===== src/rtl/sar_cdac_pkg.sv =====
// Shared types for the capacitor-array successive-approximation sequencer.
// Assumes: a plate switch select is two bits wide, one field per capacitor.
package sar_cdac_pkg;

    // Bottom-plate switch choice for one capacitor
    typedef enum logic [1:0] {
        SW_GND  = 2'b00,
        SW_VIN  = 2'b01,
        SW_VREF = 2'b10
    } plate_sw_e;

    // Conversion phase held by the sequencer
    typedef enum logic [2:0] {
        PH_IDLE,
        PH_SAMPLE,
        PH_HOLD,
        PH_SEARCH,
        PH_DONE
    } phase_e;

endpackage


===== src/rtl/sar_phase_seq.sv =====
// Phase sequencer: idle -> sample (SAMPLE_CLKS cycles) -> hold (1 cycle)
// -> search (RES_W cycles, MSB first) -> done (1 cycle) -> idle.
// Assumes: start is synchronous to clk; it is only looked at in idle.
module sar_phase_seq
    import sar_cdac_pkg::*;
#(
    parameter int RES_W       = 8,
    parameter int SAMPLE_CLKS = 3
) (
    input  logic                       clk,
    input  logic                       rst_n,
    input  logic                       start,
    output phase_e                     phase,
    output logic [$clog2(RES_W)-1:0]   bit_idx
);
    localparam int IDX_W = $clog2(RES_W);
    localparam int SMP_W = $clog2(SAMPLE_CLKS + 1);
    localparam int RUN_W = $clog2(RES_W + SAMPLE_CLKS + 2);

    logic [SMP_W-1:0] smp_left;

    // Phase transitions, sampling countdown and search bit pointer
    always_ff @(posedge clk) begin
        if (!rst_n) begin
            phase    <= PH_IDLE;
            smp_left <= '0;
            bit_idx  <= '0;
        end else begin
            case (phase)
                PH_IDLE: begin
                    if (start) begin
                        phase    <= PH_SAMPLE;
                        smp_left <= SMP_W'(SAMPLE_CLKS - 1);
                    end
                end
                PH_SAMPLE: begin
                    if (smp_left == '0) phase <= PH_HOLD;
                    else                smp_left <= smp_left - 1'b1;
                end
                PH_HOLD: begin
                    phase   <= PH_SEARCH;
                    bit_idx <= IDX_W'(RES_W - 1);
                end
                PH_SEARCH: begin
                    if (bit_idx == '0) phase <= PH_DONE;
                    else               bit_idx <= bit_idx - 1'b1;
                end
                PH_DONE:  phase <= PH_IDLE;
                default:  phase <= PH_IDLE;
            endcase
        end
    end

    // Checker support: length of the current run of one phase
    logic [RUN_W-1:0] run_len;
    phase_e           phase_q;
    always_ff @(posedge clk) begin
        if (!rst_n) begin
            run_len <= '0;
            phase_q <= PH_IDLE;
        end else begin
            phase_q <= phase;
            run_len <= (phase == phase_q) ? run_len + 1'b1 : RUN_W'(1);
        end
    end

    // sampling lasts exactly SAMPLE_CLKS cycles
    a_r2_sample_len: assert property (@(posedge clk) disable iff (!rst_n)
        (phase_q == PH_SAMPLE && phase == PH_HOLD) |-> run_len == RUN_W'(SAMPLE_CLKS));
    // search lasts exactly RES_W cycles
    a_r6_search_len: assert property (@(posedge clk) disable iff (!rst_n)
        (phase_q == PH_SEARCH && phase == PH_DONE) |-> run_len == RUN_W'(RES_W));
    // a single hold cycle always precedes the search
    a_r3_one_hold: assert property (@(posedge clk) disable iff (!rst_n)
        (phase == PH_HOLD) |=> (phase == PH_SEARCH));
    // a start outside idle never reopens sampling
    a_r9_no_restart: assert property (@(posedge clk) disable iff (!rst_n)
        (phase == PH_HOLD || phase == PH_SEARCH || phase == PH_DONE) |=> (phase != PH_SAMPLE));
endmodule


===== src/rtl/sar_code_reg.sv =====
// Trial-code and result register: loads mid-scale after hold, then per
// search cycle keeps or clears the probed bit and probes the next lower one.
// Assumes: cmp_above is settled by the edge that ends each search cycle.
module sar_code_reg
    import sar_cdac_pkg::*;
#(
    parameter int RES_W = 8
) (
    input  logic                      clk,
    input  logic                      rst_n,
    input  phase_e                    phase,
    input  logic [$clog2(RES_W)-1:0]  bit_idx,
    input  logic                      cmp_above,
    output logic [RES_W-1:0]          trial,
    output logic [RES_W-1:0]          result
);
    localparam int              IDX_W = $clog2(RES_W);
    localparam logic [RES_W-1:0] MID  = {1'b1, {(RES_W-1){1'b0}}};

    logic [RES_W-1:0] trial_dec;
    logic [RES_W-1:0] trial_nxt;

    // Apply the decision to the probed bit and set the next probe
    always_comb begin
        trial_dec = trial;
        if (!cmp_above) trial_dec[bit_idx] = 1'b0;
        trial_nxt = trial_dec;
        if (bit_idx != '0) trial_nxt[IDX_W'(bit_idx - 1'b1)] = 1'b1;
    end

    // Trial code and final result registers
    always_ff @(posedge clk) begin
        if (!rst_n) begin
            trial  <= '0;
            result <= '0;
        end else begin
            case (phase)
                PH_HOLD:   trial <= MID;
                PH_SEARCH: begin
                    trial <= trial_nxt;
                    if (bit_idx == '0) result <= trial_dec;
                end
                PH_IDLE:   trial <= '0;
                default:   trial <= trial;
            endcase
        end
    end

    // the search opens at mid-scale
    a_r4_midscale: assert property (@(posedge clk) disable iff (!rst_n)
        (phase == PH_SEARCH && $past(phase) == PH_HOLD) |-> trial == MID);
    // the probed bit takes the comparator decision
    a_r5_keep_clear: assert property (@(posedge clk) disable iff (!rst_n)
        (phase == PH_SEARCH && bit_idx != '0) |=> trial[$past(bit_idx)] == $past(cmp_above));
    // the LSB of the result is the last decision
    a_r7_lsb: assert property (@(posedge clk) disable iff (!rst_n)
        (phase == PH_SEARCH && bit_idx == '0) |=> result[0] == $past(cmp_above));
    // result changes only on entry to the done cycle
    a_r7_result_held: assert property (@(posedge clk) disable iff (!rst_n)
        (phase != PH_DONE) |-> $stable(result));
endmodule


===== src/rtl/sar_plate_drv.sv =====
// Switch decoder: maps phase and trial code onto per-capacitor bottom-plate
// selects and the common-node ground switch.
// Assumes: phase and trial are registers, so outputs move only after edges.
module sar_plate_drv
    import sar_cdac_pkg::*;
#(
    parameter int RES_W = 8
) (
    input  phase_e                 phase,
    input  logic [RES_W-1:0]       trial,
    output logic [2*RES_W-1:0]     plate_sw,
    output logic                   cm_gnd_on
);
    // Common node grounded whenever no charge is being held
    assign cm_gnd_on = (phase == PH_IDLE) || (phase == PH_SAMPLE) || (phase == PH_DONE);

    for (genvar i = 0; i < RES_W; i++) begin : g_plate
        plate_sw_e sel;
        // Select for capacitor i in the current phase
        always_comb begin
            case (phase)
                PH_SAMPLE: sel = SW_VIN;
                PH_SEARCH: sel = trial[i] ? SW_VREF : SW_GND;
                default:   sel = SW_GND;
            endcase
        end
        assign plate_sw[2*i +: 2] = sel;
    end
endmodule


===== src/rtl/sar_cdac_ctrl.sv =====
// Top of the capacitor-array successive-approximation sequencer.
// Assumes: RES_W in 8..16, SAMPLE_CLKS >= 1, comparator external.
module sar_cdac_ctrl
    import sar_cdac_pkg::*;
#(
    parameter int RES_W       = 8,
    parameter int SAMPLE_CLKS = 3
) (
    input  logic                   clk,
    input  logic                   rst_n,
    input  logic                   start,
    input  logic                   cmp_above,
    output logic [2*RES_W-1:0]     plate_sw,
    output logic                   cm_gnd_on,
    output logic [RES_W-1:0]       result,
    output logic                   busy,
    output logic                   done
);
    localparam int IDX_W = $clog2(RES_W);

    if (RES_W < 8 || RES_W > 16 || SAMPLE_CLKS < 1) begin : g_bad_param
        $error("sar_cdac_ctrl: parameter out of range");
    end

    phase_e           phase;
    logic [IDX_W-1:0] bit_idx;
    logic [RES_W-1:0] trial;

    sar_phase_seq #(.RES_W(RES_W), .SAMPLE_CLKS(SAMPLE_CLKS)) u_seq (
        .clk     (clk),
        .rst_n   (rst_n),
        .start   (start),
        .phase   (phase),
        .bit_idx (bit_idx)
    );

    sar_code_reg #(.RES_W(RES_W)) u_code (
        .clk       (clk),
        .rst_n     (rst_n),
        .phase     (phase),
        .bit_idx   (bit_idx),
        .cmp_above (cmp_above),
        .trial     (trial),
        .result    (result)
    );

    sar_plate_drv #(.RES_W(RES_W)) u_drv (
        .phase     (phase),
        .trial     (trial),
        .plate_sw  (plate_sw),
        .cm_gnd_on (cm_gnd_on)
    );

    // Status decoded from the registered phase
    assign busy = (phase != PH_IDLE);
    assign done = (phase == PH_DONE);

    // when idle the array is grounded and the common node clamped
    a_r1_idle_safe: assert property (@(posedge clk) disable iff (!rst_n)
        !busy |-> (cm_gnd_on && plate_sw == '0));
    // releasing the common node happens with every plate grounded
    a_r3_hold_release: assert property (@(posedge clk) disable iff (!rst_n)
        $fell(cm_gnd_on) |-> plate_sw == '0);
    // done is a single-cycle pulse and ends the busy period
    a_r8_done_pulse: assert property (@(posedge clk) disable iff (!rst_n)
        done |=> (!done && !busy));
    // an idle start raises busy on the next cycle
    a_r2_busy_rise: assert property (@(posedge clk) disable iff (!rst_n)
        (!busy && start) |=> busy);
endmodule


===== config.mk =====
export PLATFORM = sky130hd
export DESIGN_NAME = sar_cdac_ctrl
export DESIGN_NICKNAME = d
export VERILOG_FILES = /design/src/rtl/sar_cdac_pkg.sv /design/src/rtl/sar_phase_seq.sv /design/src/rtl/sar_code_reg.sv /design/src/rtl/sar_plate_drv.sv /design/src/rtl/sar_cdac_ctrl.sv
export SDC_FILE = /design/constraint.sdc
export NUM_CORES = 1
export LEC_CHECK = 0
export BUFFER_PORTS_ARGS = -buffer_cell sky130_fd_sc_hd__clkbuf_2
export CORE_UTILIZATION = 59
export CTS_BUF_LIST = sky130_fd_sc_hd__clkbuf_4 sky130_fd_sc_hd__clkbuf_8
export DETAILED_ROUTE_END_ITERATION = 8
export PLACE_DENSITY = 0.86
export SLEW_MARGIN = 20
export SYNTH_ARGS = -nofsm -noshare
export SYNTH_HDL_FRONTEND = slang
export SYNTH_SLANG_ARGS = --single-unit

===== constraint.sdc =====
create_clock -name clk -period 4.04 [get_ports clk]
set_input_delay 0.404 -clock clk [delete_from_list [all_inputs] [get_ports clk]]
set_output_delay 0.404 -clock clk [all_outputs]
set_load 0.02 [all_outputs]

# Yosys cells after proc, flatten, opt, wreduce, memory -nomap -nowiden
# Cells that the tools add are included.
# W data, S select, Z words.
totals:
  register_bits: 24
  output_inout_bits: 27
  word_cells: 71
classes:
  add_sub_neg: 2
  order_cmp: 4
  eq_ne: 9
  mux: 32
  bitwise: 3
  n_reduce_logical: 16
op_table:
  columns: ["op", "count"]
  rows:
  - ["$pmux W2 S2", 9]
  - ["$pmux W8 S3", 1]
  - ["$mux W2", 10]
  - ["$mux W8", 2]
  - ["$mux W3", 4]
  - ["$pmux W3 S4", 1]
  - ["$reduce_bool A3 Y1", 3]
  - ["$and A8 B8 Y8", 1]
  - ["$lt A3 B4 Y1 const B", 2]
  - ["$ne A2 B2 Y1 const B", 4]
  - ["$not A8 Y8", 1]
  - ["$or A8 B8 Y8", 1]
  - ["$demux W1 S3", 2]
  - ["$eq A3 B2 Y1 const B", 2]
  - ["$ge A3 B1 Y1 const B", 2]
  - ["$logic_not A3 Y1", 2]
  - ["$pmux W3 S2", 1]
  - ["$reduce_and A3 Y1", 2]
  - ["$reduce_and A2 Y1", 2]
  - ["$reduce_bool A2 Y1", 2]
  - ["$eq A3 B1 Y1 const B", 1]
  - ["$eq A3 B3 Y1 const B", 1]
  - ["$sub A3 B1 Y3 const B", 1]
  - ["$logic_and A1 B1 Y1", 2]
  - ["5 further kinds", 7]

# Logic depth before layout (Yosys ltp)
depth:
  word_depth: 10
  depth_mapped: 8
  depth_no_buf: 6

# Cells and area by module
# Synthesis repeated with hierarchy kept, for this count alone.
hier_totals:
  cells_unflattened: 177
  area_unflattened_um2: 1542.7
by_module_without_submodules:
  columns: ["mod", "n_inst", "cells_per_inst", "area_each_um2", "seq_area_each_um2"]
  rows:
  - ["sar_code_reg", 1, 105, 913.4, 320.3]
  - ["sar_phase_seq", 1, 53, 470.5, 160.2]
  - ["sar_plate_drv", 1, 17, 145.1, 0.0]
  - ["sar_cdac_ctrl", 1, 2, 13.8, 0.0]

# Least setup slack after synthesis
# Ideal clock, no wire load.
synth_timing:
  path_type: "register to output"
  start: "reg u_seq.phase[0]"
  end: "out plate_sw[10]"
  arrival_time_ns: 1.625
  slack_ns: 2.011
  stages_incl_launch_ff: 4
  n_path_buf: 1
  path_cell_list: "dfxtp_1 inv_1 nor3_1 buf_4"
synth_via:
  elab_chain_len: 2
synth_lines:
  columns: ["item", "line", "rtl"]
  rows:
  - ["start, declared", "sar_phase_seq.sv:13", "output phase_e phase,"]
  - ["start signal, assigned", "sar_phase_seq.sv:25", "phase <= PH_IDLE;"]
  - ["start signal, assigned", "sar_phase_seq.sv:32", "phase <= PH_SAMPLE;"]
  - ["start signal, assigned", "sar_phase_seq.sv:37", "if (smp_left == '0) phase <= PH_HOLD;"]
  - ["$eq A3 B2 Y1 / $eq A3 B1 Y1 (equally long branches)", "sar_plate_drv.sv:21", "case (phase)"]
  - ["$pmux W2 S2 (*)", "sar_plate_drv.sv:21", null]
  - ["end, declared", "sar_cdac_ctrl.sv:13", "output logic [2*RES_W-1:0] plate_sw,"]
# Every way passes the cells marked *; elsewhere a longest branch is shown, timed or not.

# Final worst setup path
layout_timing:
  start: "reg u_seq.phase[0]"
  end: "out plate_sw[12]"
# The elaborated chain is that of the path after synthesis.

==> impl_results.md <==
* Worst hold margin at 0.407 ns
* Tmin final at 2.47 ns
* First-pass GRT wire length at ~5100 microns
* Worst clock skew at roughly 0.0034 ns
* Vias in the first global route at 1162
* Resized cells post-CTS at 0
* Routed Antenna Nets at 0
* # rows at 16
* CP max FO at 16
* Final TNS setup at 0 ns
* Final WS setup at 1.57 ns
* Worst Path Required at 3.64 ns
* Slew margin rel. at 56.3%
* Total congestion overflow at 0
* Max-slew violation count at 0
* HP Class: input port to flip-flop
* Power per cell area at 468 nW/um^2
* Initial Utilization at approximately two thirds
* Initial antenna violation count at 0
* NumNets Final at roughly 190
* # H-tree levels at 1
* Most used DFF post-synth: dfxtp_1
* CTS root buf: clkbuf_4
* CTS Buf Count at 3
* Overall global routing resource usage at between 20% and 30%
* Synthesized flop and latch total at 24
* RSZ-0062 raised after global routing: false
* Largest net degree at the start of global routing at 17
* CP Capture Type: output port
* Peak Freq at approximately 400 MHz
* Gpl congestion at approximately 0.9
* Die ar. at 2490 sq um
* Max-cap viol count at 0
* Yosys cell types at 40
* Syn-to-layout area delta at 8.70%
* Number of setup buffers added after CTS at 0
* Share of layout cells above drive strength 1 at 19.9%
* Maximum vdd drop at around 320 uV
* Yosys Warn Count at 0
* DRT Wirelength at 3020 microns
* Die Ht at between 40 and 50 microns
* Post-synth ARST share at 0%
* Count leader, synth: dfxtp_1
* Share of the synthesized area in the top cell type at between 30% and 40%
* Pre-CTS setup slack at 1.95 ns
* I/O Pins at 31
* Post-synth EDFFs at 0
* CTS hold repair buffers at 0
* Detailed placement HPWL at 2180 microns
* Cell count after synthesis at 170
* CP arrival at between 2 and 2.5 ns
* Synth area leader: dfxtp_1
* Die X at 49.9 microns
* Later-pin clock latency in the skew report at around 0.32 ns
* Status: finished, final reports clean
* Crit Path Class: flip-flop to output port
* Leak at slightly above 0.6 nW
* Setup-failing EPs final at 0
* Clock sinks at 24
* TritonCTS clock tree: yes
* Vias at 1316
* CP startpoint kind: flip-flop
* Core Area at between 2000 and 2500 sq um
* Mapped cell area at 1350 sq um
* TritonRoute pass-1 iters at 4
* DRC Markers at 0
* Fin crit share at between 60% and 70%
* Syn nets at between 150 and 200
* Syn Area/Cell at between 7 and 8 sq um
* Register area share after synthesis at 35.5%
* Wire length per cell at roughly 14 microns
* ANT cells at 0
* Starting DRT DRC Count at 41
* CTS Buffer Depth at 2
* Top post-synthesis cells by count: dfxtp_1, nand2_1, a21oi_1
* Worst Max-Slew Pin Slew at around 0.65 ns
* # port buffers at 30
* Largest cells by area after synthesis: dfxtp_1, nand2_1, a21oi_1
* Vias per cell at a little over 6
* Clk slew on worst S/H paths at about 0.13 ns
* Final Hold Fails at 0
==> registers in the layout (all words and copies together), names as in the netlist <==
name            flops
u_code.trial        8
u_seq.bit_idx       3
u_seq.phase         3
u_seq.smp_left      2
u_code.result       8
==> logic make-up after synthesis <==
| group | synth area share [%] |
|---|---|
| buf+inv | 11.7 |
| xor+xnor | 1.30 |
| fa+ha+maj | 2.78 |
| simple gates | 26.1 |
| mux | 0.740 |
| flops | 35.5 |
| compound gates | 21.8 |
==> per-layer routing <==
| metal | GRT usage, % | wire length [microns] | vias up |
|---|---|---|---|
| met1 | 33.3 | 1380 | 637 |
| li1 | - | - | 628 |
| met4 | 10.0 | 36 | 0 |
| met5 | 0 | 0 | - |
| met2 | 44.8 | 1480 | 47 |
| met3 | 3.09 | 131 | 4 |
==> path summary, 6_finish.rpt <==
path	start	endpoint	slack (ns)	cells after the start
worst max-delay path	u_seq.phase[0]$_SDFFE_PN0P_	plate_sw[12]	1.57	3
worst max register to register	u_seq.bit_idx[0]$_SDFFE_PN0P_	u_code.trial[5]$_SDFFE_PN0P_	2.23	6
worst min-delay path	start	u_seq.phase[0]$_SDFFE_PN0P_	0.41	3
worst min register to register	u_code.result[3]$_SDFFE_PN0P_	u_code.result[3]$_SDFFE_PN0P_	0.46	2
==> cell usage in the layout (no fill, tap or decap), types with 2 or more instances in the layout <==
cell,count
clkbuf_2,30
dfxtp_1,24
nand2_1,18
a21oi_1,13
nor2_1,10
o21ai_0,10
inv_1,9
and2_1,9
nand3_1,8
nor3_1,5
nand4_1,4
a32o_1,4
nor2b_1,3
nand2b_1,3
nor4_1,3
ha_1,3
clkbuf_4,3
o41ai_1,2
a21o_1,2
a221oi_1,2
a22oi_1,2
a22o_1,2
o21a_1,2
==> where the power goes <==
group	switching [W]	internal (W)
Combinational	0.000147	0.0000767
Clock	0.0000754	0.000100
Sequential	0.0000371	0.000251
==> critical path, cell delays in order, from the launching register on <==
cell and delay (ns):
dfxtp_1 0.65, inv_1 0.21, nor3_1 0.59, clkbuf_2 0.29
==> cell type report <==
cell class                      count  area [sq um]
Fill cell                         178           592
Timing Repair Buffer               30           150
Sequential cell                    24           480
Multi-Input combinational cell    118           713
Tap cell                           27          33.8
Clock inverter                      1          30.0
Inverter                           10          40.0
Clock buffer                        3          22.5
==> through the flow <==
stage                     instance area [sq um]  power (W)  instances  util (%)
after floorplan                            1350   0.000482        170         -
after global placement                     1420   0.000501        209      68.8
after detailed placement                   1420   0.000511        209      68.8
after CTS                                  1470   0.000684        213      71.3
after global routing                       1470   0.000723        213      71.3
final                                      1470   0.000688        213      71.3
(Power assumes the default switching activity.)
